[config.mk]
export PLATFORM = sky130hd
export DESIGN_NAME = dst_adjuster
export DESIGN_NICKNAME = d
export VERILOG_FILES = /design/src/rtl/dst_pkg.sv /design/src/rtl/dst_rule_match.sv /design/src/rtl/dst_hour_step.sv /design/src/rtl/dst_fsm.sv /design/src/rtl/dst_adjuster.sv
export SDC_FILE = /design/constraint.sdc
export NUM_CORES = 1
export LEC_CHECK = 0
export CORE_MARGIN = 2
export CORE_UTILIZATION = 55
export DETAILED_ROUTE_END_ITERATION = 10
export PLACE_DENSITY_LB_ADDON = 0.12
export REMOVE_ABC_BUFFERS = 1
export SLEW_MARGIN = 20
export SYNTH_ARGS = -nofsm -noshare
export SYNTH_HDL_FRONTEND = slang
export SYNTH_HIERARCHICAL = 1
export SYNTH_SLANG_ARGS = --single-unit
[constraint.sdc]
create_clock -name clk -period 6.9 [get_ports clk]
set_clock_uncertainty 0.05 [all_clocks]
set_input_delay 1.38 -clock clk [delete_from_list [all_inputs] [get_ports clk]]
set_output_delay 1.38 -clock clk [all_outputs]
set_load 0.01 [all_outputs]
[src/rtl/dst_pkg.sv]
package dst_pkg;

    localparam int BCD_W   = 8;
    localparam int HOUR_W  = 6;
    localparam int DOW_W   = 3;
    localparam int WEEK_W  = 3;
    localparam int BIN_W   = 7;
    localparam int WEEK_LEN    = 7;
    localparam int WEEK_LAST   = 7;
    localparam int WEEK_MAXNUM = 5;
    localparam int NUM_RULES   = 2;
    localparam int RULE_FWD    = 0;
    localparam int RULE_REV    = 1;

    typedef struct packed {
        logic [BCD_W-1:0]  month;
        logic [WEEK_W-1:0] week;
        logic [DOW_W-1:0]  dow;
        logic              by_week;
        logic [BCD_W-1:0]  date;
        logic [HOUR_W-1:0] hour;
        logic              pm;
        logic              mil;
    } dst_rule_t;

    typedef struct packed {
        logic [BCD_W-1:0]  year;
        logic [BCD_W-1:0]  month;
        logic [BCD_W-1:0]  date;
        logic [DOW_W-1:0]  dow;
        logic [HOUR_W-1:0] hour;
        logic              pm;
        logic              mil;
        logic [BCD_W-1:0]  minute;
    } dst_time_t;

    typedef enum logic [1:0] {
        ST_WATCH = 2'd0,
        ST_CHECK = 2'd1,
        ST_FWD   = 2'd2,
        ST_BACK  = 2'd3
    } dst_state_t;

    // Power-up rule contents
    localparam dst_rule_t FWD_DEFAULT = '{month: 8'h04, week: 3'd0, dow: 3'd0,
                                          by_week: 1'b0, date: 8'h01,
                                          hour: 6'h02, pm: 1'b0, mil: 1'b0};
    localparam dst_rule_t REV_DEFAULT = '{month: 8'h10, week: 3'd0, dow: 3'd0,
                                          by_week: 1'b0, date: 8'h01,
                                          hour: 6'h02, pm: 1'b0, mil: 1'b0};

    function automatic logic [BIN_W-1:0] bcd_to_bin(input logic [BCD_W-1:0] b);
        return ({3'd0, b[7:4]} * 7'd10) + {3'd0, b[3:0]};
    endfunction

    function automatic logic [BCD_W-1:0] bin_to_bcd(input logic [BIN_W-1:0] v);
        logic [BIN_W-1:0] tens;
        logic [BIN_W-1:0] ones;
        tens = v / 7'd10;
        ones = v % 7'd10;
        return {tens[3:0], ones[3:0]};
    endfunction

    function automatic logic [BIN_W-1:0] month_days(input logic [BIN_W-1:0] mon,
                                                    input logic [BIN_W-1:0] yr);
        logic [BIN_W-1:0] d;
        unique case (mon)
            7'd2:                       d = (yr[1:0] == 2'b00) ? 7'd29 : 7'd28;
            7'd4, 7'd6, 7'd9, 7'd11:    d = 7'd30;
            default:                    d = 7'd31;
        endcase
        return d;
    endfunction

endpackage

[src/rtl/dst_rule_match.sv]
module dst_rule_match
    import dst_pkg::*;
(
    input  dst_rule_t rule,
    input  dst_time_t now,
    output logic      hit
);

    logic [BIN_W-1:0] date_b;
    logic [BIN_W-1:0] dim;
    logic [BIN_W-1:0] wk_hi;
    logic [BIN_W-1:0] wk_lo;
    logic             week_ok;
    logic             day_ok;
    logic             hour_ok;
    logic             month_ok;

    always_comb begin
        date_b = bcd_to_bin(now.date);
        dim    = month_days(bcd_to_bin(now.month), bcd_to_bin(now.year));
        wk_hi  = {4'd0, rule.week} * 7'(WEEK_LEN);
        wk_lo  = wk_hi - 7'(WEEK_LEN - 1);
        if (rule.week == 3'(WEEK_LAST)) begin
            week_ok = ({1'b0, date_b} + 8'(WEEK_LEN)) > {1'b0, dim};
        end else if (rule.week >= 3'd1 && rule.week <= 3'(WEEK_MAXNUM)) begin
            week_ok = (date_b >= wk_lo) && (date_b <= wk_hi);
        end else begin
            week_ok = 1'b0;
        end
        if (rule.by_week) begin
            day_ok = (rule.dow == now.dow) && week_ok;
        end else begin
            day_ok = (rule.date == now.date);
        end
        hour_ok  = (rule.mil == now.mil) && (rule.hour == now.hour) &&
                   (now.mil || (rule.pm == now.pm));
        month_ok = (rule.month == now.month);
        hit      = month_ok && day_ok && hour_ok;
    end

endmodule

[src/rtl/dst_hour_step.sv]
module dst_hour_step
    import dst_pkg::*;
(
    input  logic [HOUR_W-1:0] hour,
    input  logic              pm,
    input  logic              mil,
    output logic [HOUR_W-1:0] up_hour,
    output logic              up_pm,
    output logic [HOUR_W-1:0] dn_hour,
    output logic              dn_pm
);

    localparam logic [BIN_W-1:0] H24_TOP = 7'd23;
    localparam logic [BIN_W-1:0] H12_TOP = 7'd12;

    logic [BIN_W-1:0] h;
    logic [BIN_W-1:0] up_b;
    logic [BIN_W-1:0] dn_b;
    logic [BCD_W-1:0] up_bcd;
    logic [BCD_W-1:0] dn_bcd;

    always_comb begin
        h     = bcd_to_bin({2'b00, hour});
        up_pm = pm;
        dn_pm = pm;
        if (mil) begin
            up_b = (h == H24_TOP) ? 7'd0 : h + 7'd1;
            dn_b = (h == 7'd0) ? H24_TOP : h - 7'd1;
        end else begin
            if (h == H12_TOP - 7'd1) begin
                up_b  = H12_TOP;
                up_pm = ~pm;
            end else if (h == H12_TOP) begin
                up_b = 7'd1;
            end else begin
                up_b = h + 7'd1;
            end
            if (h == H12_TOP) begin
                dn_b  = H12_TOP - 7'd1;
                dn_pm = ~pm;
            end else if (h == 7'd1) begin
                dn_b = H12_TOP;
            end else begin
                dn_b = h - 7'd1;
            end
        end
        up_bcd  = bin_to_bcd(up_b);
        dn_bcd  = bin_to_bcd(dn_b);
        up_hour = up_bcd[HOUR_W-1:0];
        dn_hour = dn_bcd[HOUR_W-1:0];
    end

endmodule

[src/rtl/dst_fsm.sv]
module dst_fsm
    import dst_pkg::*;
(
    input  logic clk,
    input  logic rst_n,
    input  logic en,
    input  logic force_set,
    input  logic sec_wrap,
    input  logic top_of_hour,
    input  logic fwd_hit,
    input  logic rev_hit,
    output logic capture,
    output logic load,
    output logic load_up,
    output logic active
);

    dst_state_t state;
    dst_state_t state_nx;

    // State register
    always_ff @(posedge clk or negedge rst_n) begin
        if (!rst_n) begin
            state <= ST_WATCH;
        end else begin
            state <= state_nx;
        end
    end

    // Transitions
    always_comb begin
        state_nx = state;
        unique case (state)
            ST_WATCH: begin
                if (en && sec_wrap) state_nx = ST_CHECK;
            end
            ST_CHECK: begin
                if (!en)                                     state_nx = ST_WATCH;
                else if (top_of_hour && fwd_hit && !active)  state_nx = ST_FWD;
                else if (top_of_hour && rev_hit && active)   state_nx = ST_BACK;
                else                                         state_nx = ST_WATCH;
            end
            ST_FWD:  state_nx = ST_WATCH;
            ST_BACK: state_nx = ST_WATCH;
        endcase
    end

    // Outputs
    always_comb begin
        capture = 1'b0;
        load    = 1'b0;
        load_up = 1'b0;
        unique case (state)
            ST_WATCH: capture = en && sec_wrap;
            ST_CHECK: ;
            ST_FWD: begin
                load    = 1'b1;
                load_up = 1'b1;
            end
            ST_BACK: load = 1'b1;
        endcase
    end

    // Daylight-time flag
    always_ff @(posedge clk or negedge rst_n) begin
        if (!rst_n) begin
            active <= 1'b0;
        end else if (!en) begin
            active <= 1'b0;
        end else if (force_set) begin
            active <= 1'b1;
        end else if (state == ST_FWD) begin
            active <= 1'b1;
        end else if (state == ST_BACK) begin
            active <= 1'b0;
        end
    end

endmodule

[src/rtl/dst_adjuster.sv]
module dst_adjuster
    import dst_pkg::*;
(
    input  logic                clk,
    input  logic                rst_n,
    input  logic                dst_en,
    input  logic                status_force,
    input  logic                sec_wrap,
    input  logic [BCD_W-1:0]    now_year,
    input  logic [BCD_W-1:0]    now_month,
    input  logic [BCD_W-1:0]    now_date,
    input  logic [DOW_W-1:0]    now_dow,
    input  logic [HOUR_W-1:0]   now_hour,
    input  logic                now_pm,
    input  logic                now_mil,
    input  logic [BCD_W-1:0]    now_minute,
    input  logic [BCD_W-1:0]    fwd_month,
    input  logic [WEEK_W-1:0]   fwd_week,
    input  logic [DOW_W-1:0]    fwd_dow,
    input  logic                fwd_by_week,
    input  logic [BCD_W-1:0]    fwd_date,
    input  logic [HOUR_W-1:0]   fwd_hour,
    input  logic                fwd_pm,
    input  logic                fwd_mil,
    input  logic [BCD_W-1:0]    rev_month,
    input  logic [WEEK_W-1:0]   rev_week,
    input  logic [DOW_W-1:0]    rev_dow,
    input  logic                rev_by_week,
    input  logic [BCD_W-1:0]    rev_date,
    input  logic [HOUR_W-1:0]   rev_hour,
    input  logic                rev_pm,
    input  logic                rev_mil,
    output logic                hour_load,
    output logic [HOUR_W-1:0]   load_hour,
    output logic                load_pm,
    output logic                dst_active
);

    dst_time_t              snap;
    dst_time_t              now_in;
    dst_rule_t              rules [NUM_RULES];
    logic [NUM_RULES-1:0]   hits;
    logic                   capture;
    logic                   load_up;
    logic                   top_of_hour;
    logic [HOUR_W-1:0]      up_hour;
    logic [HOUR_W-1:0]      dn_hour;
    logic                   up_pm;
    logic                   dn_pm;

    assign now_in = '{year: now_year, month: now_month, date: now_date, dow: now_dow,
                      hour: now_hour, pm: now_pm, mil: now_mil, minute: now_minute};

    assign rules[RULE_FWD] = '{month: fwd_month, week: fwd_week, dow: fwd_dow,
                               by_week: fwd_by_week, date: fwd_date,
                               hour: fwd_hour, pm: fwd_pm, mil: fwd_mil};
    assign rules[RULE_REV] = '{month: rev_month, week: rev_week, dow: rev_dow,
                               by_week: rev_by_week, date: rev_date,
                               hour: rev_hour, pm: rev_pm, mil: rev_mil};

    always_ff @(posedge clk or negedge rst_n) begin
        if (!rst_n) begin
            snap <= '0;
        end else if (capture) begin
            snap <= now_in;
        end
    end

    assign top_of_hour = (snap.minute == '0);

    for (genvar gi = 0; gi < NUM_RULES; gi++) begin : g_rule
        dst_rule_match u_match (
            .rule (rules[gi]),
            .now  (snap),
            .hit  (hits[gi])
        );
    end

    dst_hour_step u_step (
        .hour    (snap.hour),
        .pm      (snap.pm),
        .mil     (snap.mil),
        .up_hour (up_hour),
        .up_pm   (up_pm),
        .dn_hour (dn_hour),
        .dn_pm   (dn_pm)
    );

    dst_fsm u_fsm (
        .clk         (clk),
        .rst_n       (rst_n),
        .en          (dst_en),
        .force_set   (status_force),
        .sec_wrap    (sec_wrap),
        .top_of_hour (top_of_hour),
        .fwd_hit     (hits[RULE_FWD]),
        .rev_hit     (hits[RULE_REV]),
        .capture     (capture),
        .load        (hour_load),
        .load_up     (load_up),
        .active      (dst_active)
    );

    assign load_hour = load_up ? up_hour : dn_hour;
    assign load_pm   = load_up ? up_pm : dn_pm;

endmodule

---- Yosys cells after proc, flatten, opt, wreduce, memory -nomap -nowiden ----
Cells that the tools add are included.
word-level totals
  bits in registers ....................... 46
  latch bits .............................. 0
  bits in writable memories ............... 0
  memory bits (read-only) ................. 0
  input bits .............................. 110
  output and inout port bits .............. 9
  word-level logic and storage cells ...... 129
  memories kept ........................... 0
cells by class
  add/sub/neg operators ................... 9
  $mul .................................... 6
  divide/modulo/power cells ............... 4
  magnitude comparators ................... 9
  eq/ne operators ......................... 28
  shift operators ......................... 0
  multiplexer cells ....................... 34
  bitwise logic cells ..................... 1
  reduce and logical (&&, ||, !) cells .... 28
operators with widths
  cell                                                 number
  two-way mux 7 bit                                    8
  equality test 8 bit                                  4
  equality test 7 x 4 -> 1 bit, second input constant  4
  logical AND 1 bit                                    19
  two-way mux 1 bit                                    19
  adder 7 x 4 -> 7 bit                                 2
  divider 7 x 4 -> 7 bit, second input constant        2
  equality test 7 x 3 -> 1 bit, second input constant  2
  >= comparator 7 bit                                  2
  <= comparator 7 x 6 -> 1 bit                         2
  modulo 7 x 4 -> 7 bit, second input constant         2
  case mux 7 bit (2 select lines)                      1
  subtractor 6 x 3 -> 7 bit, second input constant     2
  equality test 6 bit                                  2
  multiplier 3 x 3 -> 6 bit, second input constant     2
  multiplier 4 x 3 -> 6 bit, second input constant     2
  adder 7 x 3 -> 8 bit, second input constant          1
  > comparator 8 x 7 -> 1 bit                          1
  logical NOT 8 bit                                    1
  two-way mux 2 bit                                    4
  adder 6 x 4 -> 7 bit                                 1
  adder 7 x 1 -> 7 bit, second input constant          1
  equality test 7 x 1 -> 1 bit, second input constant  1
  equality test 7 x 2 -> 1 bit, second input constant  1
  other kinds (23)                                     33

---- Depth between registers and ports, before layout ----
Gate-level depths: netlist of run 1.
  word-level depth ........................ 17
  depth in mapped cells ................... 21
  depth with buffers taken out ............ 20

---- Hierarchy ----
Netlist of run 1, hierarchy kept.
modules (own cells, without submodules)
  module          times used  cells each  area each (um2)  sequential area each (um2)
  dst_rule_match  2           180         1,508.9          0.0
  dst_adjuster    1           102         1,712.9          1,076.0
  dst_hour_step   1           224         1,681.6          0.0
  dst_fsm         1           15          153.9            75.1

---- Least setup slack after synthesis of run 1 ----
No wires, ideal clock.
  path type ............................... register to output
  start point ............................. register snap[11] (netlist bit)
  end point ............................... output port load_hour[2]
  arrival time ............................ 4.393 ns
  data required time ...................... 5.470 ns
  path slack .............................. 1.077 ns
  stages on the path, launching flop included .. 21
  buffers on the path ..................... 2
  path through ............................ dfrtp_1 ha_1 fa_1 buf_6 xor2_1 buf_6 nand3_1 nor4_2 a31oi_4 a21oi_2 nor2_1 ha_1 a21boi_2 a221oi_2 nor3_1 xnor2_1 ha_1 or2_2 o32a_1 o211ai_2 mux2_2
on the way
  cells in the longest elaborated chain, start to end .. 7
  elaborated cells on any way between the ends .. 19
  classes of those cells .................. add/sub: 3; div: 2; eq/ne: 4; mux: 9; reduce/logical: 1
RTL lines
  element                                                                      RTL line                                                       source
  start, declared                                                              dst_adjuster.sv:39                                             dst_time_t snap;
  start signal, assigned                                                       dst_adjuster.sv:65                                             snap <= now_in;
  adder 6 x 4 -> 7 bit (*)                                                     dst_pkg.sv:53                                                  return ({3'd0, b[7:4]} * 7'd10) + {3'd0, b[3:0]};
  adder 7 x 1 -> 7 bit / equality test 7 x 4 -> 1 bit (equally long branches)  dst_hour_step.sv:27, dst_hour_step.sv:36, dst_hour_step.sv:33
  two-way mux 7 bit                                                            dst_hour_step.sv:33                                            end else if (h == H12_TOP) begin
  two-way mux 7 bit                                                            dst_hour_step.sv:30                                            if (h == H12_TOP - 7'd1) begin
  two-way mux 7 bit (*)                                                        dst_hour_step.sv:26                                            if (mil) begin
  modulo 7 x 4 -> 7 bit (*)                                                    dst_pkg.sv:60                                                  ones = v % 7'd10;
  net up_hour[2]                                                               dst_adjuster.sv:46                                             logic [HOUR_W-1:0] up_hour;
  two-way mux 6 bit (*)                                                        dst_adjuster.sv:104                                            assign load_hour = load_up ? up_hour : dn_hour;
  end, declared                                                                dst_adjuster.sv:34                                             output logic [HOUR_W-1:0] load_hour,
The timed path passes the listed nets; every way through them passes the cells marked *.

---- Final worst setup path of run 1 ----
  start point ............................. register snap[11] (netlist bit)
  end point ............................... output port load_hour[2]
on the way
  cells in the longest elaborated chain, start to end .. 7
  elaborated cells on any way between the ends .. 19
  classes of those cells .................. add/sub: 3; div: 2; eq/ne: 4; mux: 9; reduce/logical: 1
RTL lines
  element                                                                           RTL line                                                       source
  adder 6 x 4 -> 7 bit (*)                                                          dst_pkg.sv:53
  subtractor 7 x 1 -> 7 bit / equality test 7 x 1 -> 1 bit (equally long branches)  dst_hour_step.sv:28, dst_hour_step.sv:44, dst_hour_step.sv:41
  two-way mux 7 bit                                                                 dst_hour_step.sv:41                                            end else if (h == 7'd1) begin
  two-way mux 7 bit                                                                 dst_hour_step.sv:38                                            if (h == H12_TOP) begin
  two-way mux 7 bit (*)                                                             dst_hour_step.sv:26
  modulo 7 x 4 -> 7 bit (*)                                                         dst_pkg.sv:60
  net dn_hour[2]                                                                    dst_adjuster.sv:47                                             logic [HOUR_W-1:0] dn_hour;
  two-way mux 6 bit (*)                                                             dst_adjuster.sv:104
Marked as above.

==> flow_metrics.env, run 1 <==
export IMPL_status="finished clean"
export IMPL_synth_warnings=6
export IMPL_setup_violations=0
export IMPL_clkTransAtPathRegs_ns=0.07
export IMPL_hold_violations=0
export IMPL_area_growth_pct=28.8
export IMPL_synth_avg_cell_area_um2=9.24
export IMPL_die_area_um2=12500
export IMPL_place_gp_congestion=0.892
export IMPL_slew_headroom=0.351
export IMPL_crit_required_ns=5.47
export IMPL_coreArea_um2=11400
export IMPL_routed_wl_um=17300
export IMPL_path_cells="ha_4 > fa_2 > buf_4 > buf_4 > nand2b_1 > a211oi_1 > a211oi_2 > o21ai_2 > a21oi_2 > ha_2 > nand2_1 > a41o_1 > o21a_1 > nor4_4 > or2_4 > xnor2_1 > ha_1 > a2111o_1 > nand4_2 > mux2i_1 > mux2_2 > clkdlybuf4s50_1"
export IMPL_netlist_area_um2=6380
export IMPL_cp_max_fo=6
export IMPL_critPathSlowestCell="fa_2"
export IMPL_port_buffer_count=113
export IMPL_grt_overflow_total=0
export IMPL_cts_buffers=5
export IMPL_cp_slowest_stage_delay_ns=0.62
export IMPL_drtIter0Drc=333
export IMPL_cts_sinks=41
export IMPL_cts_htree_levels=2
export IMPL_cp_start_kind="flop"
export IMPL_fmax_ghz=0.149
export IMPL_final_core_util=0.723
export IMPL_tritoncts="built"
export IMPL_cp_arrival_ns=5.27
export IMPL_grt_max_degree=42
export IMPL_power_density_nw_per_um2=377
export IMPL_vdd_drop_max_v=0.000329
export IMPL_vias=5938
export IMPL_diodes=0
export IMPL_die_h_um=112
export IMPL_synthCells=691
export IMPL_route_detailed_drc=0
export IMPL_cp_end_kind="output pin"
export IMPL_nets=1048
export IMPL_rows=39
export IMPL_post_place_cells=958
export IMPL_ant_nets=0
export IMPL_die_w_um=112
export IMPL_cts_hold_buf=0
export IMPL_hp_class="reg2reg"
export IMPL_fin_crit_sh=0.971
export IMPL_initial_core_util=0.562
export IMPL_crit_family="compound AO/OA/AOI/OAI gates"
export IMPL_vias_per_cell=6.05
export IMPL_min_period_ns=6.70
export IMPL_tightest_slew_ns=0.974
export IMPL_drive_gt1_frac=0.190
export IMPL_drv_slew=0
export IMPL_cap_violations=0
export IMPL_routedWlPerCell_um=17.6
export IMPL_first_global_vias=6197
export IMPL_leakage_nw=3.46
export IMPL_io_pins=119
export IMPL_stdcell_count=982
export IMPL_path_buf_inv=3
export IMPL_dpl_hpwl_um=13600
export IMPL_drtPass1Iterations=5
export IMPL_clock_path_buffers=2
export IMPL_grt_pass1_wl_um=28200
export IMPL_antenna_found_initial=0
export IMPL_clk_latency_ns=0.29
export IMPL_cts_root_buf="clkbuf_16"
export IMPL_grt_usage=0.270
export IMPL_crit_top_cell="buf_4"
export IMPL_path_class="reg2out"
-- worst register-to-register path, stage by stage, from the launching register on --
cell       delay [ns]
dfrtp_1          0.61
ha_1             0.31
ha_1             0.20
inv_1            0.06
fa_1             0.41
nand2b_1         0.16
o41ai_1          0.37
nor4b_1          0.31
ha_1             0.29
nor2b_1          0.13
o21ai_0          0.34
a21oi_1          0.08
o311a_1          0.36
o41ai_1          0.70
a2111oi_2        0.19
mux2i_1          0.19
nor3_1           0.07
-- through the flow --
stage          TNS (ns)  cell area [um^2]  hold slack [ns]  power [mW]  setup slack (ns)
2_1_floorplan         0              6240            0.422        1.92             0.709
3_3_place_gp          0              7790            0.435        2.55             0.295
3_5_place_dp          0              7790            0.444        2.66             0.199
4_1_cts               0              7960            0.460        2.94            0.0493
5_1_grt         -0.0467              8230            0.480        3.37           -0.0467
6_report              0              8230            0.459        3.10             0.197
-- path summary, 6_finish.rpt --
| path | slack, ns | start | end | cells after the start |
|---|---|---|---|---|
| min in group asynchronous | 1.19 | rst_n | snap[6] | 1 |
| hold / removal | 0.46 | snap[7] | snap[7] | 1 |
| max in group asynchronous | 5.00 | rst_n | snap[12] | 1 |
| setup / recovery | 0.20 | snap[11] | load_hour[2] | 22 |
| setup reg to reg | 1.95 | snap[32] | u_fsm/state[1] | 16 |
| hold reg to reg | 0.46 | snap[7] | snap[7] | 1 |
-- flip-flops by register name, indices dropped and copies added, names as in the netlist --
register	count
snap	38
u_fsm/active	1
u_fsm/state	2
-- area by class of cell --
class / count / area (um^2)
fill: 885 / 3140
timing repair buffer: 159 / 1500
clock inverter: 3 / 26.3
inverter: 60 / 225
tap: 143 / 179
multi-input combinational: 571 / 5140
sequential: 41 / 1030
clock buffer: 5 / 125
-- placed cells by master (no fill, tap or decap), types with 5 or more instances in the layout --
master,count
a211oi_2,6
a21o_1,9
ha_1,83
nand2b_1,16
mux2_2,47
nand4_1,12
or4_1,5
inv_1,60
clkdlybuf4s50_1,112
nor2_1,18
nor4_1,6
xor2_1,28
xnor2_1,54
o21ai_0,16
clkbuf_16,5
a211oi_1,10
buf_4,44
nor2b_1,10
nand3_1,13
a211o_1,5
a31oi_1,7
o2111a_1,5
nor3_1,15
a21oi_1,32
nand2_1,32
fa_1,14
mux2i_1,6
or3_1,5
a221oi_2,5
dfrtp_1,41
-- repair_timing --
action | CTS | global route
hold endpoints to repair | 0 | 0
pin swaps | 0 | 11
setup endpoints to repair | 3 | 4
gates resized for setup | 4 | 24
setup buffers | 0 | 15
-- power breakdown --
| group | internal, mW | switching (mW) |
|---|---|---|
| Clock | 0.138 | 0.111 |
| Combinational | 1.25 | 1.25 |
| Sequential | 0.280 | 0.0845 |
| Total | 1.66 | 1.44 |
-- routing by layer --
metal / GRT usage / routed length [um]
met1: 0.327 / 7220
met2: 0.495 / 8670
met3: 0.0452 / 1040
met4: 0.0708 / 323
met5: 0 / 0
(Power assumes the default switching activity.)
==> run 2, diff against run 1 <==
SLEW_MARGIN = 40   (was 20)
==> run 2 against run 1 <==
Effect of this change:
- maximum frequency decreased by 1.3%
- sequential power about the same
- sequential share of layout area about the same
- combinational power about the same
- critical path depth unchanged
- global-route usage increased by 0.31 points
- clock power about the same
- register-to-register slack got worse by 0.03 ns
- utilization about the same
- non-clock buffer count unchanged
- highest routed layer unchanged
==> flow_metrics.env, run 2 (same netlist as run 1, synthesis figures left out) <==
export IMPL_vdd_drop_max_v=0.000335
export IMPL_fillers=873
export IMPL_area_growth_pct=28.8
export IMPL_hold_violations=0
export IMPL_rows=39
export IMPL_cp_slowest_stage_delay_ns=0.53
export IMPL_tightest_slew_ns=0.774
export IMPL_die_area_um2=12500
export IMPL_cts_sinks=41
export IMPL_die_h_um=112
export IMPL_post_place_cells=960
export IMPL_setup_violations=0
export IMPL_power_density_nw_per_um2=378
export IMPL_dpl_cell_area_um2=7830
export IMPL_cts_buffers=5
export IMPL_final_core_util=0.724
export IMPL_vias_per_cell=5.99
export IMPL_drtPass1Iterations=5
export IMPL_route_detailed_drc=0
export IMPL_clkTransAtPathRegs_ns=0.07
export IMPL_multi_input_area_um2=5100
export IMPL_port_buffer_count=113
export IMPL_cp_max_fo=7
export IMPL_critPathSlowestCell="clkdlybuf4s50_1"
export IMPL_fmax_ghz=0.147
export IMPL_antenna_found_initial=0
export IMPL_coreArea_um2=11400
export IMPL_io_pins=119
export IMPL_dpl_hpwl_um=13800
export IMPL_ant_nets=0
export IMPL_top_register="snap"
export IMPL_leakage_nw=3.47
export IMPL_stdcell_count=982
export IMPL_drive_gt1_frac=0.182
export IMPL_seq_area_um2=1030
export IMPL_grt_overflow_total=0
export IMPL_grt_max_degree=42
export IMPL_crit_required_ns=5.47
export IMPL_nets=1048
export IMPL_grt_pass1_wl_um=28500
export IMPL_hp_class="reg2reg"
export IMPL_layout_commonest_cell="clkdlybuf4s50_1"
export IMPL_cts_htree_levels=2
export IMPL_path_cells="ha_4 > fa_2 > buf_4 > xnor2_4 > buf_12 > buf_12 > nor2_8 > nor4_1 > a211oi_2 > a21oi_2 > nor2_1 > ha_1 > a21boi_2 > a221oi_2 > nor3_1 > xnor2_1 > ha_1 > or2_2 > o32a_1 > o211ai_2 > mux2_2 > clkdlybuf4s50_1"
export IMPL_largest_reg_flops=38
export IMPL_final_cell_mix="112 x clkdlybuf4s50_1, 84 x ha_1, 60 x inv_1"
export IMPL_place_gp_congestion=0.892
export IMPL_min_period_ns=6.79
export IMPL_diodes=0
export IMPL_cts_root_buf="clkbuf_16"
export IMPL_clk_latency_ns=0.29
export IMPL_status="finished clean"
export IMPL_die_w_um=112
export IMPL_drv_slew=0
export IMPL_drtIter0Drc=315
export IMPL_cap_violations=0
export IMPL_first_global_vias=6127
export IMPL_cp_end_kind="output pin"
export IMPL_grt_usage=0.273
export IMPL_slew_headroom=0.477
export IMPL_reg_largest_list="snap: 38 flops, u_fsm/state: 2 flops, u_fsm/active: 1 flops"
export IMPL_routed_wl_um=17100
export IMPL_cp_start_kind="flop"
export IMPL_tritoncts="built"
export IMPL_vias=5884
export IMPL_tns_ns=0
export IMPL_initial_core_util=0.562
export IMPL_fin_crit_sh=0.984
export IMPL_cp_arrival_ns=5.36
export IMPL_path_class="reg2out"
export IMPL_final_area_um2=8230
export IMPL_clock_path_buffers=2
export IMPL_fin_hold_ws_ns=0.460
export IMPL_routedWlPerCell_um=17.4
[run 2: through the flow]
stage               power [mW]  worst slack, ns
floorplan                 1.92            0.709
CTS                       2.94           0.0229
detailed placement        2.67            0.149
global route              3.37          -0.0564
finish                    3.11            0.108
global placement          2.55            0.295
[run 2: layout make-up]
type                            count  share of cell area
Multi-Input combinational cell    571               0.620
Timing Repair Buffer              159               0.188
Sequential cell                    41               0.125
Inverter                           60              0.0274
Tap cell                          143              0.0217
Clock buffer                        5              0.0152
Clock inverter                      3             0.00319
[run 2: timing repair]
item / 4_1_cts / 5_1_grt
endpoints found under the setup margin: 3 / 4
pin swaps: 0 / 10
gates resized for setup: 3 / 15
endpoints found under the hold margin: 0 / 0
hold buffers: 0 / 0
cloned: 0 / 1
setup buffers: 0 / 13
[run 2: worst paths after layout]
| check | from | endpoint | slack [ns] | cells after the start |
|---|---|---|---|---|
| worst min-delay path | snap[7] | snap[7] | 0.46 | 1 |
| max in group asynchronous | rst_n | snap[22] | 5.40 | 1 |
| worst max register to register | snap[32] | u_fsm/state[1] | 1.92 | 16 |
| worst max-delay path | snap[11] | load_hour[2] | 0.11 | 22 |
| min in group asynchronous | rst_n | snap[7] | 1.02 | 1 |
| worst min register to register | snap[7] | snap[7] | 0.46 | 1 |
[run 2: report_power, final]
group | switching (mW) | internal (mW)
Clock | 0.111 | 0.138
Sequential | 0.0837 | 0.280
Combinational | 1.24 | 1.26
Total | 1.43 | 1.68
[run 2: layer usage]
layer,vias up,track usage,share of wire
li1,2835,-,-
met1,2822,0.338,0.43
met2,205,0.502,0.50
met3,22,0.0419,0.054
met4,0,0.0568,0.016
met5,-,0,0
[run 2: worst max-delay path, delay by kind of cell, from the launching register on]
| kind | cells | cell delay (ns) |
|---|---|---|
| AOI/OAI and AO/OA | 6 | 1.13 |
| and+or+nand+nor | 5 | 0.82 |
| xor gates and xnor gates | 2 | 0.48 |
| adders and majority gates | 4 | 1.09 |
| buffers and inverters | 4 | 0.97 |
| muxes | 1 | 0.17 |
| DFF | 1 | 0.42 |
